File: src/rtl/boost_seq_pkg.sv
package boost_seq_pkg;
   typedef enum logic [2:0] {
      ST_OFF  = 3'd0,
      ST_PRE1 = 3'd1,
      ST_PRE2 = 3'd2,
      ST_RAMP = 3'd3,
      ST_RUN  = 3'd4,
      ST_TRIP = 3'd5,
      ST_HOT  = 3'd6
   } seq_state_e;

   localparam logic [1:0] SRC_NONE = 2'd0;
   localparam logic [1:0] SRC_LOW  = 2'd1;
   localparam logic [1:0] SRC_HIGH = 2'd2;
endpackage

File: src/rtl/boost_seq_timer.sv
module boost_seq_timer #(
   parameter int CW = 9
) (
   input  logic          clk,
   input  logic          rst_n,
   input  logic          clr,
   input  logic          tick,
   output logic [CW-1:0] count
);
   always_ff @(posedge clk or negedge rst_n) begin
      if (!rst_n)                      count <= '0;
      else if (clr)                    count <= '0;
      else if (tick && (count != '1))  count <= count + 1'b1;
   end
endmodule

File: src/rtl/boost_seq_ilim_watch.sv
module boost_seq_ilim_watch #(
   parameter int LIMIT = 32,
   localparam int LW = $clog2(LIMIT + 1)
) (
   input  logic clk,
   input  logic rst_n,
   input  logic clr,
   input  logic tick,
   input  logic hit,
   output logic trip
);
   logic [LW-1:0] run_len;

   always_ff @(posedge clk or negedge rst_n) begin
      if (!rst_n)      run_len <= '0;
      else if (clr)    run_len <= '0;
      else if (tick) begin
         if (!hit)                         run_len <= '0;
         else if (run_len != LW'(LIMIT))   run_len <= run_len + 1'b1;
      end
   end

   assign trip = tick && hit && (run_len == LW'(LIMIT - 1));
endmodule

File: src/rtl/boost_seq_diode_latch.sv
module boost_seq_diode_latch (
   input  logic clk,
   input  logic rst_n,
   input  logic enable,
   input  logic diode_miss,
   input  logic vout_ok,
   input  logic vin_ok,
   output logic latched
);
   logic en_q;
   logic en_fell;

   assign en_fell = en_q && !enable;

   always_ff @(posedge clk or negedge rst_n) begin
      if (!rst_n) begin
         en_q    <= 1'b0;
         latched <= 1'b0;
      end else begin
         en_q <= enable;
         if (diode_miss)                         latched <= 1'b1;
         else if (en_fell || (!vout_ok && !vin_ok)) latched <= 1'b0;
      end
   end
endmodule

File: src/rtl/boost_seq.sv
module boost_seq
   import boost_seq_pkg::*;
#(
   parameter int PRE1_TICKS  = 16,
   parameter int PRE2_TICKS  = 64,
   parameter int RAMP_TICKS  = 32,
   parameter int RAMP_STEPS  = 8,
   parameter int REACH_TICKS = 96,
   parameter int ILIM_TICKS  = 32,
   parameter int RETRY_TICKS = 480,
   localparam int SCALE_W = $clog2(RAMP_STEPS + 1)
) (
   input  logic               clk,
   input  logic               rst_n,
   input  logic               enable,
   input  logic               vin_ok,
   input  logic               vout_ok,
   input  logic               tick,
   input  logic               near_vin,
   input  logic               at_90,
   input  logic               in_reg,
   input  logic               fb_high,
   input  logic               ilim_hit,
   input  logic               over_temp,
   input  logic               diode_miss,
   output logic [2:0]         state_code,
   output logic [1:0]         src_sel,
   output logic [SCALE_W-1:0] ilim_scale,
   output logic               sw_en,
   output logic               rect_en,
   output logic               disconnect
);
   localparam int SS_LIMIT   = RAMP_TICKS + REACH_TICKS;
   localparam int MAX_A      = (PRE1_TICKS > PRE2_TICKS) ? PRE1_TICKS : PRE2_TICKS;
   localparam int MAX_B      = (SS_LIMIT > RETRY_TICKS) ? SS_LIMIT : RETRY_TICKS;
   localparam int MAX_T      = (MAX_A > MAX_B) ? MAX_A : MAX_B;
   localparam int CW         = $clog2(MAX_T + 1);
   localparam int STEP_TICKS = RAMP_TICKS / RAMP_STEPS;

   if (RAMP_STEPS < 1 || RAMP_TICKS % RAMP_STEPS != 0) begin : g_bad_ramp
      $error("RAMP_TICKS must be a positive multiple of RAMP_STEPS");
   end
   if (PRE1_TICKS < 1 || PRE2_TICKS < 1 || RETRY_TICKS < 1 || ILIM_TICKS < 1) begin : g_bad_tmo
      $error("every timeout must be at least one tick");
   end

   seq_state_e st_q, st_d;
   logic [CW-1:0] cnt;
   logic          entering;
   logic          latched;
   logic          ilim_trip;
   logic          seen90_q;
   logic          pre1_done, pre2_done, ramp_fail, retry_done;
   logic [CW-1:0] step_idx;

   assign entering = (st_d != st_q);

   boost_seq_timer #(.CW(CW)) u_timer (
      .clk(clk), .rst_n(rst_n), .clr(entering), .tick(tick), .count(cnt)
   );

   boost_seq_ilim_watch #(.LIMIT(ILIM_TICKS)) u_ilim (
      .clk(clk), .rst_n(rst_n), .clr(entering || (st_q != ST_RUN)),
      .tick(tick), .hit(ilim_hit), .trip(ilim_trip)
   );

   boost_seq_diode_latch u_latch (
      .clk(clk), .rst_n(rst_n), .enable(enable), .diode_miss(diode_miss),
      .vout_ok(vout_ok), .vin_ok(vin_ok), .latched(latched)
   );

   assign pre1_done  = tick && (cnt == CW'(PRE1_TICKS - 1));
   assign pre2_done  = tick && (cnt == CW'(PRE2_TICKS - 1));
   assign retry_done = tick && (cnt == CW'(RETRY_TICKS - 1));
   assign ramp_fail  = tick && (cnt == CW'(SS_LIMIT - 1)) && !seen90_q && !at_90;

   always_ff @(posedge clk or negedge rst_n) begin
      if (!rst_n) begin
         st_q     <= ST_OFF;
         seen90_q <= 1'b0;
      end else begin
         st_q <= st_d;
         if (entering)                       seen90_q <= 1'b0;
         else if (st_q == ST_RAMP && at_90)  seen90_q <= 1'b1;
      end
   end

   always_comb begin
      st_d = st_q;
      if (!enable || latched || diode_miss) begin
         st_d = ST_OFF;
      end else if (over_temp && st_q != ST_OFF) begin
         st_d = ST_HOT;
      end else begin
         case (st_q)
            ST_OFF:  if (vin_ok && !over_temp) st_d = ST_PRE1;
            ST_PRE1: if (near_vin)             st_d = ST_RAMP;
                     else if (pre1_done)       st_d = ST_PRE2;
            ST_PRE2: if (near_vin)             st_d = ST_RAMP;
                     else if (pre2_done)       st_d = ST_TRIP;
            ST_RAMP: if (in_reg)               st_d = ST_RUN;
                     else if (ramp_fail)       st_d = ST_TRIP;
            ST_RUN:  if (!near_vin || ilim_trip) st_d = ST_TRIP;
            ST_TRIP: if (retry_done)           st_d = ST_PRE1;
            ST_HOT:                            st_d = ST_RAMP;
            default:                           st_d = ST_OFF;
         endcase
      end
   end

   if ((STEP_TICKS & (STEP_TICKS - 1)) == 0) begin : g_step_shift
      localparam int STEP_SH = $clog2(STEP_TICKS);
      assign step_idx = cnt >> STEP_SH;
   end else begin : g_step_div
      assign step_idx = cnt / CW'(STEP_TICKS);
   end

   logic switching;
   assign switching = (st_q == ST_RAMP) || (st_q == ST_RUN);

   always_comb begin
      ilim_scale = '0;
      if (st_q == ST_RUN)
         ilim_scale = SCALE_W'(RAMP_STEPS);
      else if (st_q == ST_RAMP)
         ilim_scale = (cnt >= CW'(RAMP_TICKS)) ? SCALE_W'(RAMP_STEPS) : SCALE_W'(step_idx);
   end

   always_comb begin
      case (st_q)
         ST_PRE1: src_sel = SRC_LOW;
         ST_PRE2: src_sel = SRC_HIGH;
         default: src_sel = SRC_NONE;
      endcase
   end

   assign state_code = st_q;
   assign sw_en      = switching && !fb_high;
   assign rect_en    = switching && near_vin;
   assign disconnect = (st_q == ST_OFF) || (st_q == ST_TRIP) || (st_q == ST_HOT);
endmodule

File: config.mk
export PLATFORM = sky130hd
export DESIGN_NAME = boost_seq
export DESIGN_NICKNAME = d
export VERILOG_FILES = /design/src/rtl/boost_seq_pkg.sv /design/src/rtl/boost_seq_timer.sv /design/src/rtl/boost_seq_ilim_watch.sv /design/src/rtl/boost_seq_diode_latch.sv /design/src/rtl/boost_seq.sv
export SDC_FILE = /design/constraint.sdc
export NUM_CORES = 1
export LEC_CHECK = 0
export ABC_AREA = 1
export BUFFER_PORTS_ARGS = -buffer_cell sky130_fd_sc_hd__buf_4
export CAP_MARGIN = 25
export CORE_MARGIN = 1
export CORE_UTILIZATION = 60
export CTS_CLUSTER_SIZE = 8
export DETAILED_ROUTE_END_ITERATION = 8
export HOLD_SLACK_MARGIN = 0.06
export PLACE_DENSITY = 0.86
export SETUP_SLACK_MARGIN = 0.05
export SLEW_MARGIN = 20
export SYNTH_ARGS = -nofsm -noshare
export SYNTH_HDL_FRONTEND = slang
export SYNTH_HIERARCHICAL = 1
export SYNTH_SLANG_ARGS = --single-unit
File: constraint.sdc
create_clock -name clk -period 6.5 [get_ports clk]
set_clock_uncertainty 0.2 [all_clocks]
set_input_delay 1.3 -clock clk [delete_from_list [all_inputs] [get_ports clk]]
set_output_delay 1.3 -clock clk [all_outputs]
set_load 0.01 [all_outputs]
==> qor.csv <==
stage,metric,value,unit
routing,initialDrtViolationCount,51,
status,status,"finished, final reports clean",
layout,layout.filler_cells,209,
placed_design,placed_cells,302,
layout,instances_no_fill,306,
timing,post-route-period-util,49.3,%
global_route,antenna_found_initial,0,
cts,post_cts_buffers,0,
setup_path,crit_chain,"buf_4, inv_2, nor2_1, buf_4",
cts,clkSlewWorstSetupHoldPaths,130,ps
yosys,synth.most_common_cell,nand2_1,
global_route,grt_pass1_wl,5850,um
setup_path,endpoint_kind,output pin,
yosys,synth_top_area_share,32.3,%
flow_run,cap_violations,0,
placed_design,dpl.hpwl,2810,um
setup_path,cp-start-kind,input port,
yosys,synthMuxAreaShare,0,%
cts,htreeDepth,1,
setup_path,crit_type,in2out,
global_route,overflow,0,
yosys,ys_seq_elements,21,
timing,finalCriticalPeriod,3210,ps
timing,worstMarginPinSlew,325,ps
yosys,synth_top_family_by_area,simple AND/OR/NAND/NOR gates,
layout,seqCellArea,526,um^2
cts,clk_latency,310,ps
routing,routed_via_density,5.21,
timing,rsz0062_at_grt,false,
yosys,synth-simple-area-share,46.7,%
setup_path,crit_slowest_cell,buf_4,
placed_design,place_congestion,0.886,
cts,ctsHoldBuffers,0,
yosys,syn_nets,265,
min_path,hold_start,u_latch/en_q,
cts,post_cts_resized,0,
cts,cts_tree,done,
yosys,synth_edf_count,0,
routing,routed_wirelength,3520,um
min_path,hold_class,reg2reg,
global_route,grt_max_degree,22,
global_route,use_met1,38.2,%
yosys,avgSynthCellArea,6.56,um^2
yosys,ys.flop_type,dfrtp_1,
global_route,grtUsageMet2,45.9,%
cts,cts_root_buffer,clkbuf_4,
global_route,top_usage_layer,met2,
cts,clockBufferDepth,2,
cts,cts.sinks,21,
routing,via_count,1593,
die,core_area,2520,um^2
yosys,synth_adder_area_share,3.08,%
setup_path,r2r-start,u_ilim/run_len[0],
yosys,synthTopCellsByCount,"67 x nand2_1, 34 x inv_1, 32 x nor2_1",
yosys,netlist_instances,248,
global_route,grtUsageTotal,27.7,%
die,die_area,2920,um^2
yosys,synthArstFlopShare,100,%
cts,cts_buffers,3,
pwr,leakagePower,1.04,nW
yosys,ys_warn_count,6,
layout,insertedDiodeCount,0,
yosys,yosysSeqAreaShare,32.3,%
yosys,synth_compound_area_share,6.23,%
die,start_util,64.5,%
setup_path,required,5000,ps
yosys,netlist_area,1630,um^2
pwr,ir_worst_vdd,222,uV
global_route,first_global_vias,1378,
layout,multi_input_area,928,um^2
routing,drt-pass1-iter-count,4,
die,ios,25,
yosys,synth.largest_area_cell,dfrtp_1,
timing,relSlewSlack,78.2,%
timing,maxSlewViolCount,0,
timing,hold_viol_final,0,
setup_path,max_stage_delay,140,ps
timing,max_freq,0.312,GHz
routing,routedWlPerCell,11.5,um
die,core.rowCount,18,
layout,drive_gt1_share,24.3,%
layout,syn2layout_area_growth,15.2,%
timing,setup_tns,0,ps
setup_path,crit_top_cell,buf_4,
die,fp.dieW,54.1,um
pwr,power_density,171,nW/um^2
global_route,grt_use_met3,2.54,%
die,die_h,54.1,um
routing,drcViolationCount,0,
setup_path,critPathMaxFanout,4,
yosys,synthTopCellsByArea,"dfrtp_1 32%, nand2_1 15%, nand3_1 8.0%",
setup_path,crit_start,near_vin,
placed_design,place.port_buffers,24,
yosys,synthXorXnorAreaFrac,1.08,%
routing,drtAntennaViolNets,0,
yosys,synth_cell_type_count,25,
setup_path,crit_arrival,1710,ps
layout,final_nets,294,
timing,setup_viol,0,
per-layer routing:
| metal | wire length (um) | vias to the layer above |
|---|---|---|
| met5 | 0 | - |
| met4 | 16 | 0 |
| met3 | 194 | 2 |
| met2 | 1660 | 43 |
| met1 | 1650 | 722 |
| li1 | - | 826 |
metrics by stage:
stage               utilization (%)  hold slack, ps  total power, mW  area [um^2]  worst slack [ps]
finish                         74.3             328            0.321         1870              3290
global route                   74.3             386            0.343         1870              3230
CTS                            74.3             328            0.323         1870              3300
detailed placement             73.1             312            0.256         1840              3220
global placement               73.1             308            0.253         1840              3300
floorplan                         -             290            0.229         1630              3500
final timing paths:
kind / end / slack [ps] / depth (start not counted)
setup / recovery: rect_en / 3290 / 4
hold / removal: u_latch/latched / 330 / 3
setup reg to reg: u_ilim/run_len[0] / 3930 / 17
hold reg to reg: u_latch/latched / 330 / 3
max in group asynchronous: u_ilim/run_len[4] / 5240 / 1
min in group asynchronous: u_timer/count[3] / 650 / 1
cell families (layout without fill, tap and decap cells):
logic type               Yosys count  after routing
AND/OR/NAND/NOR                  158            158
buffers and inverters             46             74
flip-flops                        21             21
AO/OA/AOI/OAI                     17             17
adder cells (fa/ha/maj)            4              4
XOR/XNOR                           2              2
flip-flops by register name, summed over array words and instances (netlist names):
register         flops
u_timer/count        9
state_code           3
seen90_q             1
u_ilim/run_len       6
u_latch/en_q         1
u_latch/latched      1
area by class of cell:
type                       instances  area share, %
clock inverter                     1          0.401
inverter                          46           9.21
multi-input combinational        181           49.5
clock buffer                       3           1.20
tap                               30           2.00
sequential                        21           28.0
timing repair buffer              24           9.61
critical path, delay by kind of cell:
kind	cells	cell delay [ps]
simple gates	1	50
buf+inv	3	350
power by group:
| part | total [mW] | leakage, nW | internal, mW | switching (mW) |
|---|---|---|---|---|
| sequential | 0.176 | 0.280 | 0.148 | 0.0280 |
| clock | 0.0668 | 0.0139 | 0.0234 | 0.0434 |
| combinational | 0.0784 | 0.747 | 0.0322 | 0.0462 |
| total | 0.321 | 1.04 | 0.203 | 0.118 |
layout by cell type (no fill, tap or decap):
| cell | netlist | final |
|---|---|---|
| a21oi_1 | 6 | 6 |
| a21oi_2 | 4 | 4 |
| buf_4 | 0 | 24 |
| clkbuf_4 | 0 | 3 |
| clkinv_1 | 1 | 1 |
| clkinvlp_4 | 0 | 1 |
| dfrtp_1 | 21 | 21 |
| ha_1 | 4 | 4 |
| inv_1 | 34 | 34 |
| inv_2 | 11 | 11 |
| nand2_1 | 67 | 67 |
| nand2_2 | 4 | 4 |
| nand2_4 | 1 | 1 |
| nand3_1 | 26 | 26 |
| nand3_2 | 5 | 5 |
| nand3b_1 | 1 | 1 |
| nand4_1 | 4 | 4 |
| nor2_1 | 32 | 32 |
| nor2_2 | 8 | 8 |
| nor2_4 | 2 | 2 |
| nor3_1 | 3 | 3 |
| nor3_2 | 2 | 2 |
| nor3b_2 | 2 | 2 |
| o21ai_0 | 3 | 3 |
| o21ai_1 | 3 | 3 |
| o22ai_1 | 1 | 1 |
| or2_1 | 1 | 1 |
| xor2_1 | 2 | 2 |
(Power assumes the default switching activity.)
